**src/rtl/pwrbtn_pkg.sv**
```systemverilog
package pwrbtn_pkg;

   typedef enum logic [1:0] {
      BTN_IDLE     = 2'd0,
      BTN_HELD     = 2'd1,
      BTN_OVERRODE = 2'd2
   } btn_state_e;

   typedef struct packed {
      logic wake;
      logic sleep_req;
      logic override;
   } btn_events_t;

endpackage

```
**src/rtl/pwrbtn_sync.sv**
```systemverilog
module pwrbtn_sync #(
   parameter int unsigned STAGES  = 2,
   parameter bit          RST_VAL = 1'b1
) (
   input  logic clk_i,
   input  logic rst_ni,
   input  logic d_i,
   output logic q_o
);

   if (STAGES == 1) begin : g_bad_stages
      $error("pwrbtn_sync: STAGES must be 0 (bypass) or at least 2");
   end

   if (STAGES == 0) begin : g_bypass
      assign q_o = d_i;
   end else begin : g_chain
      for (genvar i = 0; i < STAGES; i++) begin : g_stage
         logic src;
         logic q;
         if (i == 0) begin : g_head
            assign src = d_i;
         end else begin : g_tail
            assign src = g_stage[i-1].q;
         end
         always_ff @(posedge clk_i or negedge rst_ni) begin
            if (!rst_ni) q <= RST_VAL;
            else         q <= src;
         end
      end
      assign q_o = g_stage[STAGES-1].q;
   end

endmodule

```
**src/rtl/pwrbtn_debounce.sv**
```systemverilog
module pwrbtn_debounce #(
   parameter int unsigned TICKS = 16
) (
   input  logic clk_i,
   input  logic rst_ni,
   input  logic tick_i,
   input  logic level_i,
   output logic level_o
);

   localparam int unsigned CW = (TICKS < 2) ? 1 : $clog2(TICKS);
   localparam logic [CW-1:0] LAST = CW'(TICKS - 1);

   if (TICKS < 1) begin : g_bad_ticks
      $error("pwrbtn_debounce: TICKS must be at least 1");
   end

   logic [CW-1:0] run_q;
   logic          level_q;

   always_ff @(posedge clk_i or negedge rst_ni) begin
      if (!rst_ni) begin
         run_q   <= '0;
         level_q <= 1'b0;
      end else if (level_i == level_q) begin
         run_q <= '0;
      end else if (tick_i) begin
         if (run_q == LAST) begin
            level_q <= level_i;
            run_q   <= '0;
         end else begin
            run_q <= run_q + 1'b1;
         end
      end
   end

   assign level_o = level_q;

endmodule

```
**src/rtl/pwrbtn_event_fsm.sv**
```systemverilog
module pwrbtn_event_fsm
   import pwrbtn_pkg::*;
#(
   parameter int unsigned HOLD_TICKS = 4000
) (
   input  logic        clk_i,
   input  logic        rst_ni,
   input  logic        tick_i,
   input  logic        pressed_i,
   input  logic        sleeping_i,
   output btn_events_t events_o
);

   localparam int unsigned HW = $clog2(HOLD_TICKS);
   localparam logic [HW-1:0] HOLD_LAST = HW'(HOLD_TICKS - 1);

   if (HOLD_TICKS < 2) begin : g_bad_hold
      $error("pwrbtn_event_fsm: HOLD_TICKS must be at least 2");
   end

   btn_state_e  state_q;
   logic [HW-1:0] hold_q;
   logic        began_asleep_q;
   btn_events_t ev_q;

   always_ff @(posedge clk_i or negedge rst_ni) begin
      if (!rst_ni) begin
         state_q        <= BTN_IDLE;
         hold_q         <= '0;
         began_asleep_q <= 1'b0;
         ev_q           <= '0;
      end else begin
         ev_q <= '0;
         unique case (state_q)
            BTN_IDLE: begin
               if (pressed_i) begin
                  state_q        <= BTN_HELD;
                  hold_q         <= '0;
                  began_asleep_q <= sleeping_i;
                  ev_q.wake      <= sleeping_i;
               end
            end
            BTN_HELD: begin
               if (!pressed_i) begin
                  state_q        <= BTN_IDLE;
                  ev_q.sleep_req <= !began_asleep_q;
               end else if (tick_i) begin
                  if (hold_q == HOLD_LAST) begin
                     state_q       <= BTN_OVERRODE;
                     ev_q.override <= 1'b1;
                  end else begin
                     hold_q <= hold_q + 1'b1;
                  end
               end
            end
            BTN_OVERRODE: begin
               if (!pressed_i) state_q <= BTN_IDLE;
            end
            default: state_q <= BTN_IDLE;
         endcase
      end
   end

   assign events_o = ev_q;

endmodule

```
**src/rtl/pwrbtn_cond.sv**
```systemverilog
module pwrbtn_cond
   import pwrbtn_pkg::*;
#(
   parameter int unsigned SYNC_STAGES = 2,
   parameter int unsigned DEB_TICKS   = 16,
   parameter int unsigned HOLD_TICKS  = 4000
) (
   input  logic clk_i,
   input  logic rst_ni,
   input  logic tick_i,
   input  logic btn_n_i,
   input  logic sleeping_i,
   output logic wake_o,
   output logic sleep_req_o,
   output logic override_o
);

   logic        btn_n_sync;
   logic        deb_pressed;
   btn_events_t events;

   pwrbtn_sync #(
      .STAGES  (SYNC_STAGES),
      .RST_VAL (1'b1)
   ) u_sync (
      .clk_i  (clk_i),
      .rst_ni (rst_ni),
      .d_i    (btn_n_i),
      .q_o    (btn_n_sync)
   );

   pwrbtn_debounce #(
      .TICKS (DEB_TICKS)
   ) u_deb (
      .clk_i   (clk_i),
      .rst_ni  (rst_ni),
      .tick_i  (tick_i),
      .level_i (!btn_n_sync),
      .level_o (deb_pressed)
   );

   pwrbtn_event_fsm #(
      .HOLD_TICKS (HOLD_TICKS)
   ) u_fsm (
      .clk_i      (clk_i),
      .rst_ni     (rst_ni),
      .tick_i     (tick_i),
      .pressed_i  (deb_pressed),
      .sleeping_i (sleeping_i),
      .events_o   (events)
   );

   assign wake_o      = events.wake;
   assign sleep_req_o = events.sleep_req;
   assign override_o  = events.override;

endmodule

```
**config.mk**
```make
export PLATFORM = sky130hd
export DESIGN_NAME = pwrbtn_cond
export DESIGN_NICKNAME = d
export VERILOG_FILES = /design/src/rtl/pwrbtn_pkg.sv /design/src/rtl/pwrbtn_sync.sv /design/src/rtl/pwrbtn_debounce.sv /design/src/rtl/pwrbtn_event_fsm.sv /design/src/rtl/pwrbtn_cond.sv
export SDC_FILE = /design/constraint.sdc
export NUM_CORES = 1
export LEC_CHECK = 0
export ABC_AREA = 1
export BUFFER_PORTS_ARGS = -buffer_cell sky130_fd_sc_hd__buf_2
export CAP_MARGIN = 20
export CORE_MARGIN = 2
export CORE_UTILIZATION = 59
export DETAILED_ROUTE_END_ITERATION = 12
export HOLD_SLACK_MARGIN = 0.02
export PLACE_DENSITY_LB_ADDON = 0.2
export SLEW_MARGIN = 30
export SYNTH_ARGS = -nofsm -noshare
export SYNTH_HDL_FRONTEND = slang
export SYNTH_SLANG_ARGS = --single-unit
```
**constraint.sdc**
```tcl
create_clock -name clk_i -period 1.7 [get_ports clk_i]
set_clock_uncertainty 0.05 [all_clocks]
set_input_delay 0.085 -clock clk_i [delete_from_list [all_inputs] [get_ports clk_i]]
set_output_delay 0.085 -clock clk_i [all_outputs]
set_load 0.005 [all_outputs]
```
==> PnR_summary.wiki, run 1 <==
{| class="wikitable"
! Metric !! Value
|-
| Worst slack, placed || 181 ps
|-
| Core outline area || 2210 sq um
|-
| Leading cell type in the layout, fill and taps excluded || sky130_fd_sc_hd__nand2_1
|-
| Transition at the pin with the smallest max-transition slack || 565 ps
|-
| Largest buffer count on any clock path || 2
|-
| Clock root buffer || sky130_fd_sc_hd__clkbuf_4
|-
| Total track usage || 0.220
|-
| Growth of design area from synthesis to finish || 8.48%
|-
| Mapped Cells || 166
|-
| Number of antenna violations at the first check in global routing || 0
|-
| Power per cell area || 1000 nW/um^2
|-
| Netlist cell types || 29
|-
| Number of top-level pins || 8
|-
| Sw Pwr || 0.549 mW
|-
| Startpoint type of the worst setup path || flip-flop
|-
| Clock slew at the register clock pins of the worst setup and hold paths || 130 ps
|-
| Number of cells on the worst reg-to-reg path || 9
|-
| Routed via count || 1099
|-
| Post-Route WL || 2440 microns
|-
| Peak supply drop || 0.000825 V
|-
| Switching Share || 0.368
|-
| Multi-input logic area || 637 sq um
|-
| Via count of the first global-routing pass || 1009
|-
| Proportion of layout cells with a drive suffix above 1 || 0.162
|-
| Final Worst Setup Slack || 177 ps
|-
| Data arrival at the endpoint of the critical path || 1700 ps
|-
| Relative contribution of combinational cells to total power || 0.306
|-
| Clk network pwr share || 0.178
|-
| Final setup vio count || 0
|-
| CTS Hold Bufs || 4
|-
| Period Utilization, post-route || 0.896
|-
| Iteration count of the initial detailed-routing pass || 4
|-
| Clock Sinks || 25
|-
| Synthesized net count || 173
|-
| Final routed DRC violation total || 0
|-
| Post-detailed-route via-to-cell ratio || 5.31
|-
| Part of the total power dissipated in sequential elements || 0.516
|-
| Result of the run || complete, no violations
|-
| Worst setup EP type || flip-flop
|-
| Grt ovf || 0
|-
| DR WL/cell || 11.8 microns
|-
| Number of nets in the layout || 187
|-
| HPWL after detailed placement || 1770 microns
|-
| Layout filler cell count || 181
|-
| Syn. warnings || 0
|-
| Area of the mapped netlist || 1370 sq um
|-
| Final count of pins violating max slew || 0
|-
| Placer congestion estimate || 0.810
|-
| Insertion delay to the later sink of the worst-skew pair || 320 ps
|-
| Area of the die || 2730 sq um
|-
| Total area of sequential cells || 628 sq um
|-
| Antenna fix cells || 0
|-
| Class of the most critical hold timing path || in -> async
|-
| Htree depth || 1
|-
| Count of cells resized by post-cts repair || 0
|-
| Critical path class || reg -> reg
|-
| Required time worst endpoint || 1880 ps
|-
| Headroom to the max-slew limit || 0.623
|-
| Number of failing hold endpoints at the final stage || 0
|-
| Achievable Freq || 0.656 GHz
|-
| Top library cells by usage in the layout, fill and taps aside || sky130_fd_sc_hd__nand2_1 (51), sky130_fd_sc_hd__nand3_1 (23), sky130_fd_sc_hd__dfrtp_1 (23), sky130_fd_sc_hd__inv_1 (18)
|-
| Util after Layout || 0.673
|-
| Global-route wire length before repair || 4360 microns
|-
| Worst-path maximum fanout || 11
|-
| Synthesized area per cell || 8.27 sq um
|-
| DRC marker count from the first detailed-route iteration || 24
|-
| Unrepaired setup endpoints after global routing || no
|-
| Number of nets with antenna violations after routing || 0
|-
| Setup tns final || 0 ps
|-
| Maximum number of pins on one net before global-route repair || 26
|-
| Leakage power of the design || 0.766 nW
|-
| Instance area after placement || 1420 sq um
|-
| Total of buffers placed on input and output ports || 7
|-
| Sequential element share of the synthesized area || 0.458
|-
| Final instance area || 1490 sq um
|-
| Number of buffers created by CTS || 3
|-
| Die W || 52.2 microns
|-
| Setup repair bufs after CTS || 0
|-
| TritonCTS clock tree || done
|-
| Max-cap violation count || 0
|-
| Count of state elements after synthesis || 25
|-
| Design Power || 1.49 mW
|-
| Final min period || 1520 ps
|-
| Height of the chip || 52.2 microns
|-
| Total internal power || 0.943 mW
|-
| Initial core utilization || 0.620
|-
| Cell Rows || 17
|}
-- kinds of logic after synthesis --
| family | Yosys count | share of synthesized area |
|---|---|---|
| adder cells (fa/ha/maj) | 2 | 0.0182 |
| AND/OR/NAND/NOR | 99 | 0.356 |
| flip-flops | 25 | 0.458 |
| buffers and inverters | 23 | 0.0784 |
| AO/OA/AOI/OAI | 9 | 0.0383 |
| XOR/XNOR | 8 | 0.0511 |
-- layer usage --
metal | global-route usage | routed length [microns]
met2 | 0.363 | 1190
met5 | 0 | 0
met4 | 0.111 | 50
met1 | 0.282 | 1140
met3 | 0.0286 | 66
-- through the flow --
step           hold WS, ps  instances
2_1_floorplan         -261        166
3_3_place_gp          44.2        199
3_5_place_dp          56.5        199
4_1_cts                230        207
5_1_grt                271        207
6_report               217        207
-- area by class of cell --
| cell class | count | area share |
|---|---|---|
| clock inverters | 1 | 0.00336 |
| multi-input cells | 118 | 0.428 |
| well taps | 28 | 0.0235 |
| inverters | 19 | 0.0479 |
| flip-flops and latches | 25 | 0.422 |
| clock buffers | 3 | 0.0151 |
| repair buffers | 13 | 0.0605 |
-- state kept, by name (all words and copies together) (netlist names) --
name,flops
u_sync.g_chain.g_stage.q,1
u_fsm.hold_q,12
u_deb.level_o,1
u_fsm.state_q,2
u_fsm.events_o,3
u_sync.q_o,1
u_deb.run_q,4
u_fsm.began_asleep_q,1
-- worst max-delay path: stages, from the launching register on --
cell                      delay, ps
sky130_fd_sc_hd__dfrtp_1        410
sky130_fd_sc_hd__ha_1           210
sky130_fd_sc_hd__nand2_2        110
sky130_fd_sc_hd__nor2_4         140
sky130_fd_sc_hd__nand3_4        100
sky130_fd_sc_hd__nand2_2         90
sky130_fd_sc_hd__nor2_2          30
sky130_fd_sc_hd__buf_4          170
sky130_fd_sc_hd__nand2_1         70
sky130_fd_sc_hd__nand2_1         50
-- path summary, 6_finish.rpt --
path	startpoint	endpoint	slack [ps]
max reg2reg	u_fsm.hold_q[0]	u_fsm.hold_q[11]	180
min	rst_ni	u_fsm.began_asleep_q	220
min in group clk_i	u_sync.g_chain.g_stage[0].q	u_sync.q_o	320
max in group asynchronous	rst_ni	u_sync.q_o	1010
min reg2reg	u_sync.g_chain.g_stage[0].q	u_sync.q_o	320
max	u_fsm.hold_q[0]	u_fsm.hold_q[11]	180
-- cell usage after synthesis (all sizes together) --
cell type	instances	area share
o21ai	5	0.018
nand2	56	0.16
o31ai	1	0.0055
nor2	13	0.061
and3	1	0.0046
buf	4	0.026
nand3	24	0.097
xnor2	3	0.019
xor2	5	0.032
o21bai	1	0.0055
nand3b	1	0.015
dfrtp	23	0.42
nand4	1	0.0046
o21a	1	0.0055
or2	1	0.0046
inv	19	0.052
a21oi	1	0.0036
ha	2	0.018
nor3	1	0.0036
dfstp	2	0.038
nor4	1	0.0046
-- power by group through the flow --
stage	registers [mW]	logic, mW	clock network [mW]
6_report	0.770	0.456	0.266
5_1_grt	0.784	0.532	0.295
4_1_cts	0.769	0.465	0.273
3_5_place_dp	0.780	0.456	0
3_3_place_gp	0.771	0.435	0
2_1_floorplan	0.762	0.372	0
Note: power is estimated with default switching activity, not from simulation.
==> inputs of run 2 (changes only) <==
RECOVER_POWER = 100   (was default)
==> PnR_summary.wiki, run 2 (synthesis gave the netlist of run 1 again) <==
{| class="wikitable"
! Metric !! Value
|-
| DRC marker count from the first detailed-route iteration || 27 (was 24)
|-
| Core outline area || 2210 sq um (unchanged)
|-
| Insertion delay to the later sink of the worst-skew pair || 320 ps (about the same)
|-
| Via count of the first global-routing pass || 1009 (unchanged)
|-
| Antenna fix cells || 0 (unchanged)
|-
| Final setup vio count || 0 (unchanged)
|-
| Worst-path maximum fanout || 13 (was 11)
|-
| Largest buffer count on any clock path || 2 (unchanged)
|-
| Library cell appearing most often on the critical path || sky130_fd_sc_hd__nand2_1
|-
| Leading cell type in the layout, fill and taps excluded || sky130_fd_sc_hd__nand2_1 (unchanged)
|-
| Critical path class || reg -> reg (unchanged)
|-
| Result of the run || complete, no violations (unchanged)
|-
| Topmost layer with routed signal wires || met4 (unchanged)
|-
| Maximum number of pins on one net before global-route repair || 26 (unchanged)
|-
| Initial core utilization || 0.620 (unchanged)
|-
| Final Worst Setup Slack || 153 ps (was 177 ps)
|-
| Cell Rows || 17 (unchanged)
|-
| Number of failing hold endpoints at the final stage || 0 (unchanged)
|-
| Die W || 52.2 microns (unchanged)
|-
| Leakage power of the design || 0.762 nW (was 0.766 nW)
|-
| Unrepaired setup endpoints after global routing || no (unchanged)
|-
| Final routed DRC violation total || 0 (unchanged)
|-
| Number of top-level pins || 8 (unchanged)
|-
| Met3 Wirelength || 58 microns (was 66 microns)
|-
| Buffers plus inverters on the worst setup path || 1 (unchanged)
|-
| Placer congestion estimate || 0.810 (unchanged)
|-
| Total of buffers placed on input and output ports || 7 (unchanged)
|-
| Total length of routed met2 wires || 1200 microns (was 1190 microns)
|-
| Final min period || 1550 ps (was 1520 ps)
|-
| Peak supply drop || 0.000821 V (was 0.000825 V)
|-
| Longest individual stage delay on the worst path || 430 ps (was 410 ps)
|-
| Cell with the biggest individual delay on the critical path || sky130_fd_sc_hd__dfrtp_1 (unchanged)
|-
| Iteration count of the initial detailed-routing pass || 4 (unchanged)
|-
| Post-detailed-route via-to-cell ratio || 5.34 (was 5.31)
|-
| Cell class contributing the biggest share of worst-path delay || simple AND/OR/NAND/NOR gates (unchanged)
|-
| Data arrival at the endpoint of the critical path || 1720 ps (was 1700 ps)
|-
| Setup repair bufs after CTS || 0 (unchanged)
|-
| Clock slew at the register clock pins of the worst setup and hold paths || 140 ps (was 130 ps)
|-
| Number of flip-flops under the largest register name || 12 (unchanged)
|-
| Setup tns final || 0 ps (unchanged)
|-
| Worst slack, placed || 181 ps (unchanged)
|-
| Class of the most critical hold timing path || in -> async (unchanged)
|-
| Achievable Freq || 0.646 GHz (was 0.656 GHz)
|-
| Minimum hold slack || 240 ps (was 217 ps)
|-
| Post-Route WL || 2450 microns (was 2440 microns)
|-
| Period Utilization, post-route || 0.910 (was 0.896)
|-
| Layout filler cell count || 180 (was 181)
|-
| Biggest register || u_fsm.hold_q (unchanged)
|-
| Startpoint type of the worst setup path || flip-flop (unchanged)
|-
| Routed via count || 1106 (was 1099)
|-
| Required time worst endpoint || 1880 ps (about the same)
|-
| Transition at the pin with the smallest max-transition slack || 627 ps (was 565 ps)
|-
| Height of the chip || 52.2 microns (unchanged)
|-
| Chain of cells forming the critical path || inv_2 -> nor2_1 -> nand2_2 -> nand2_2 -> nand3b_4 -> nand2_1 -> nand2_1 -> nand2_1 (was ha_1 -> nand2_2 -> nor2_4 -> nand3_4 -> nand2_2 -> nor2_2 -> buf_4 -> nand2_1 -> nand2_1)
|-
| Final count of pins violating max slew || 0 (unchanged)
|-
| Clock root buffer || sky130_fd_sc_hd__clkbuf_4 (unchanged)
|-
| Growth of design area from synthesis to finish || 7.84% (was 8.48%)
|-
| Proportion of layout cells with a drive suffix above 1 || 0.151 (was 0.162)
|-
| Top library cells by usage in the layout, fill and taps aside || sky130_fd_sc_hd__nand2_1 (51), sky130_fd_sc_hd__nand3_1 (23), sky130_fd_sc_hd__dfrtp_1 (23), sky130_fd_sc_hd__inv_1 (18), sky130_fd_sc_hd__nor2_1 (8) (was sky130_fd_sc_hd__nand2_1 (51), sky130_fd_sc_hd__nand3_1 (23), sky130_fd_sc_hd__dfrtp_1 (23), sky130_fd_sc_hd__inv_1 (18))
|-
| Number of nets with antenna violations after routing || 0 (unchanged)
|-
| Clock Sinks || 25 (unchanged)
|-
| Routed metal-1 wire length || 1130 microns (was 1140 microns)
|-
| TritonCTS clock tree || done (unchanged)
|-
| Area of the die || 2730 sq um (unchanged)
|-
| Htree depth || 1 (unchanged)
|-
| Worst setup EP type || flip-flop (unchanged)
|-
| Max-cap violation count || 0 (unchanged)
|-
| Number of antenna violations at the first check in global routing || 0 (unchanged)
|-
| DR WL/cell || 11.8 microns (about the same)
|-
| Power per cell area || 997 nW/um^2 (was 1000 nW/um^2)
|-
| Headroom to the max-slew limit || 0.582 (was 0.623)
|-
| HPWL after detailed placement || 1770 microns (unchanged)
|-
| Number of nets in the layout || 187 (unchanged)
|-
| Global-route wire length before repair || 4360 microns (unchanged)
|-
| Number of buffers created by CTS || 3 (unchanged)
|-
| Design Power || 1.47 mW (was 1.49 mW)
|-
| Grt ovf || 0 (unchanged)
|-
| Total track usage || 0.220 (unchanged)
|}
## run 2: cell count changes in the layout (fill, tap and decap cells not counted)
cell / before / now
sky130_fd_sc_hd__buf_2: 7 / 5
sky130_fd_sc_hd__clkbuf_1: 0 / 1
sky130_fd_sc_hd__clkbuf_2: 0 / 1
sky130_fd_sc_hd__nor2_1: 7 / 8
sky130_fd_sc_hd__nor2_4: 4 / 3
sky130_fd_sc_hd__o21ai_0: 4 / 5
sky130_fd_sc_hd__o21ai_1: 1 / 0
## run 2: repair_timing
action	in CTS	in global routing
endpoints found under the hold margin	28	0
gates resized for setup	0	0
hold buffers	4	0
## run 2: metal layers
layer  up-vias  track usage
li1        554            -
met1       528        0.282
met2        18        0.363
met3         6       0.0286
met4         0        0.111
met5         -            0
## run 2: final cells by class
class                      instances  area [sq um]  area share
timing repair buffer              13          88.8      0.0600
multi-input combinational        118           629       0.425
clock buffer                       3          22.5      0.0152
inverter                          19          71.3      0.0482
tap                               28          35.0      0.0237
clock inverter                     1          5.00     0.00338
sequential                        25           628       0.424
## run 2: power by group
part	internal [mW]	switching, mW	total, mW	leakage [nW]
Clock	0.0882	0.179	0.268	0.0177
Combinational	0.158	0.284	0.443	0.413
Sequential	0.687	0.0782	0.765	0.331
Total	0.933	0.542	1.47	0.762
## run 2: per-stage QoR
step / instances / cell area (sq um) / utilization
after global placement: 199 / 1420 / 0.643
after floorplan: 166 / 1370 / -
after global routing: 207 / 1480 / 0.669
after CTS: 207 / 1490 / 0.673
final: 207 / 1480 / 0.669
after detailed placement: 199 / 1420 / 0.643
## run 2: final timing paths
kind / startpoint / end / slack [ps] / depth (start not counted)
setup reg to reg: u_fsm.state_q[0] / u_fsm.hold_q[6] / 150 / 8
setup / recovery: u_fsm.state_q[0] / u_fsm.hold_q[6] / 150 / 8
max in group asynchronous: rst_ni / u_fsm.hold_q[10] / 960 / 2
min in group clk_i: u_sync.g_chain.g_stage[0].q / u_sync.q_o / 320 / 0
hold reg to reg: u_sync.g_chain.g_stage[0].q / u_sync.q_o / 320 / 0
hold / removal: rst_ni / u_fsm.began_asleep_q / 240 / 2
## run 2: worst reg2reg max path, cell delays in order, from the launching register on
cell and delay (ps):
sky130_fd_sc_hd__dfrtp_1 430, sky130_fd_sc_hd__inv_2 50, sky130_fd_sc_hd__nor2_1 330, sky130_fd_sc_hd__nand2_2 80, sky130_fd_sc_hd__nand2_2 100, sky130_fd_sc_hd__nand3b_4 220
sky130_fd_sc_hd__nand2_1 70, sky130_fd_sc_hd__nand2_1 60, sky130_fd_sc_hd__nand2_1 50
==> inputs of run 3 (changes only) <==
CELL_PAD_IN_SITES_DETAIL_PLACEMENT = 1   (was default)
CELL_PAD_IN_SITES_GLOBAL_PLACEMENT = 2   (was default)
CORE_UTILIZATION = 36   (was 59)
==> PnR_summary.wiki, run 3 (synthesis gave the netlist of run 1 again) <==
{| class="wikitable"
! Metric !! Value
|-
| Proportion of layout cells with a drive suffix above 1 || 0.145 (was 0.151)
|-
| Switching Share || 0.359 (was 0.367)
|-
| Worst-path maximum fanout || 11 (was 13)
|-
| Die W || 65.7 microns (was 52.2 microns)
|-
| Leakage power of the design || 0.764 nW (was 0.762 nW)
|-
| Startpoint of the most critical hold path || tick_i
|-
| DRC marker count from the first detailed-route iteration || 45 (was 27)
|-
| Number of buffers created by CTS || 3 (unchanged)
|-
| Leading cell type in the layout, fill and taps excluded || sky130_fd_sc_hd__nand2_1 (unchanged)
|-
| Clk network pwr share || 0.224 (was 0.181)
|-
| Final routed DRC violation total || 0 (unchanged)
|-
| Insertion delay to the later sink of the worst-skew pair || 270 ps (was 320 ps)
|-
| Routed via count || 1094 (was 1106)
|-
| HPWL after detailed placement || 2200 microns (was 1770 microns)
|-
| Post-Route WL || 2920 microns (was 2450 microns)
|-
| Antenna fix cells || 0 (unchanged)
|-
| Endpoint of the worst setup timing path || u_fsm.hold_q[2] (was u_fsm.hold_q[6])
|-
| Grt ovf || 0 (unchanged)
|-
| Sw Pwr || 0.571 mW (was 0.542 mW)
|-
| Worst setup EP type || flip-flop (unchanged)
|-
| Final count of pins violating max slew || 0 (unchanged)
|-
| Height of the chip || 65.7 microns (was 52.2 microns)
|-
| Design Power || 1.59 mW (was 1.47 mW)
|-
| Reg2Reg Launch Point || u_fsm.hold_q[0] (was u_fsm.state_q[0])
|-
| Number of nets in the layout || 187 (unchanged)
|-
| Longest individual stage delay on the worst path || 390 ps (was 430 ps)
|-
| Total internal power || 1.02 mW (was 0.933 mW)
|-
| Number of cells on the worst reg-to-reg path || 9 (was 8)
|-
| TritonCTS clock tree || done (unchanged)
|-
| Number of top-level pins || 8 (unchanged)
|-
| Max-cap violation count || 0 (unchanged)
|-
| Growth of design area from synthesis to finish || 11.0% (was 7.84%)
|-
| Biggest register || u_fsm.hold_q (unchanged)
|-
| Htree depth || 1 (unchanged)
|-
| Total of buffers placed on input and output ports || 7 (unchanged)
|-
| Core outline area || 3660 sq um (was 2210 sq um)
|-
| Final setup vio count || 0 (unchanged)
|-
| Peak supply drop || 0.000308 V (was 0.000821 V)
|-
| Total track usage || 0.156 (was 0.220)
|-
| Clock slew at the register clock pins of the worst setup and hold paths || 80 ps (was 140 ps)
|-
| Cell Rows || 22 (was 17)
|-
| Headroom to the max-slew limit || 0.567 (was 0.582)
|-
| Relative contribution of combinational cells to total power || 0.294 (was 0.300)
|-
| Maximum number of pins on one net before global-route repair || 26 (unchanged)
|-
| Top library cells by usage in the layout, fill and taps aside || sky130_fd_sc_hd__nand2_1 (51), sky130_fd_sc_hd__nand3_1 (23), sky130_fd_sc_hd__dfrtp_1 (23), sky130_fd_sc_hd__inv_1 (18), sky130_fd_sc_hd__nor2_1 (8) (unchanged)
|-
| Global-route wire length before repair || 5220 microns (was 4360 microns)
|-
| Iteration count of the initial detailed-routing pass || 4 (unchanged)
|-
| Power per cell area || 1040 nW/um^2 (was 997 nW/um^2)
|-
| Period Utilization, post-route || 0.901 (was 0.910)
|-
| Data arrival at the endpoint of the critical path || 1650 ps (was 1720 ps)
|-
| Number of nets with antenna violations after routing || 0 (unchanged)
|-
| Placer congestion estimate || 0.778 (was 0.810)
|-
| Initial core utilization || 0.375 (was 0.620)
|-
| Chain of cells forming the critical path || ha_1 -> nand2_2 -> nor2_4 -> nand3_4 -> nand2_2 -> nor2_1 -> buf_4 -> nand2_1 -> nand2_1 (was inv_2 -> nor2_1 -> nand2_2 -> nand2_2 -> nand3b_4 -> nand2_1 -> nand2_1 -> nand2_1)
|-
| Part of the total power dissipated in sequential elements || 0.483 (was 0.518)
|-
| Largest buffer count on any clock path || 2 (unchanged)
|-
| Class of the most critical hold timing path || in -> reg (was in -> async)
|-
| Number of failing hold endpoints at the final stage || 0 (unchanged)
|-
| Clock Sinks || 25 (unchanged)
|-
| Clock root buffer || sky130_fd_sc_hd__clkbuf_8 (was sky130_fd_sc_hd__clkbuf_4)
|-
| Cell with the biggest individual delay on the critical path || sky130_fd_sc_hd__dfrtp_1 (unchanged)
|-
| Setup tns final || 0 ps (unchanged)
|-
| Number of flip-flops under the largest register name || 12 (unchanged)
|-
| Critical path class || reg -> reg (unchanged)
|-
| Post-detailed-route via-to-cell ratio || 4.82 (was 5.34)
|-
| Required time worst endpoint || 1820 ps (was 1880 ps)
|-
| Unrepaired setup endpoints after global routing || no (unchanged)
|-
| Area of the die || 4320 sq um (was 2730 sq um)
|-
| Number of antenna violations at the first check in global routing || 0 (unchanged)
|-
| Crit path launch || u_fsm.hold_q[0] (was u_fsm.state_q[0])
|-
| DR WL/cell || 12.9 microns (was 11.8 microns)
|-
| Transition at the pin with the smallest max-transition slack || 649 ps (was 627 ps)
|-
| Via count of the first global-routing pass || 1183 (was 1009)
|-
| Achievable Freq || 0.653 GHz (was 0.646 GHz)
|-
| Endpoint of the lowest-slack register-to-register path || u_fsm.hold_q[2] (was u_fsm.hold_q[6])
|-
| Result of the run || complete, no violations (unchanged)
|-
| Startpoint type of the worst setup path || flip-flop (unchanged)
|-
| Final min period || 1530 ps (was 1550 ps)
|-
| Register-to-Register Setup Slack || 170 ps (was 150 ps)
|}
## run 3: changes by cell type in the layout (fill, tap and decap cells not counted), sizes merged
cell / change
clkbuf: +2
clkinv: -1
dlygate4sd3: -1
## run 3: critical path, delay by kind of cell (launching register included)
kind                       cells  cell delay (ps)
DFF                            1              390
buffers and inverters          1              170
and+or+nand+nor                7              600
adders and majority gates      1              220
## run 3: worst min path at each step
stage / depth (start not counted) / to / slack [ps]
2_1_floorplan: 0 / u_deb.level_o / -260
3_3_place_gp: 1 / u_deb.run_q[2] / 70
3_5_place_dp: 1 / u_deb.run_q[3] / 80
4_1_cts: 3 / u_deb.run_q[1] / 50
5_1_grt: 3 / u_deb.run_q[1] / 50
6_report: 3 / u_deb.run_q[1] / 50
## run 3: layer usage
| layer | vias up | global-route usage | share of wire |
|---|---|---|---|
| met5 | - | 0 | 0 |
| met4 | 0 | 0.0547 | 0.0096 |
| met3 | 2 | 0.0154 | 0.020 |
| met2 | 10 | 0.294 | 0.51 |
| met1 | 538 | 0.182 | 0.46 |
| li1 | 544 | - | - |
## run 3: repair_timing
| item | CTS | global route |
|---|---|---|
| endpoints found under the hold margin | 25 | 0 |
| resized for setup | 0 | 0 |
| buffers inserted | 0 | 0 |
| hold buffers | 3 | 0 |
## run 3: layout make-up
type / count / area [sq um]
tap: 48 / 60.1
timing repair buffer: 13 / 85.1
sequential: 25 / 628
inverter: 19 / 71.3
fill: 457 / 2140
multi-input combinational: 118 / 634
clock buffer: 4 / 45.0
## run 3: power by group through the flow
stage / logic (mW) / clock network [mW] / registers [mW]
6_report: 0.467 / 0.356 / 0.767
5_1_grt: 0.531 / 0.398 / 0.782
4_1_cts: 0.485 / 0.376 / 0.768
3_5_place_dp: 0.477 / 0 / 0.780
3_3_place_gp: 0.466 / 0 / 0.776
2_1_floorplan: 0.372 / 0 / 0.762
## run 3: metrics by stage
| step | instances | setup slack, ps | util | cell area [sq um] | hold WS (ps) |
|---|---|---|---|---|---|
| after CTS | 227 | 138 | 0.418 | 1530 | 49.3 |
| final | 227 | 168 | 0.416 | 1520 | 50.2 |
| after global placement | 220 | 213 | 0.397 | 1450 | 65.9 |
| after floorplan | 166 | 318 | - | 1370 | -261 |
| after global routing | 227 | 36.0 | 0.416 | 1520 | 53.9 |
| after detailed placement | 220 | 155 | 0.397 | 1450 | 75.2 |
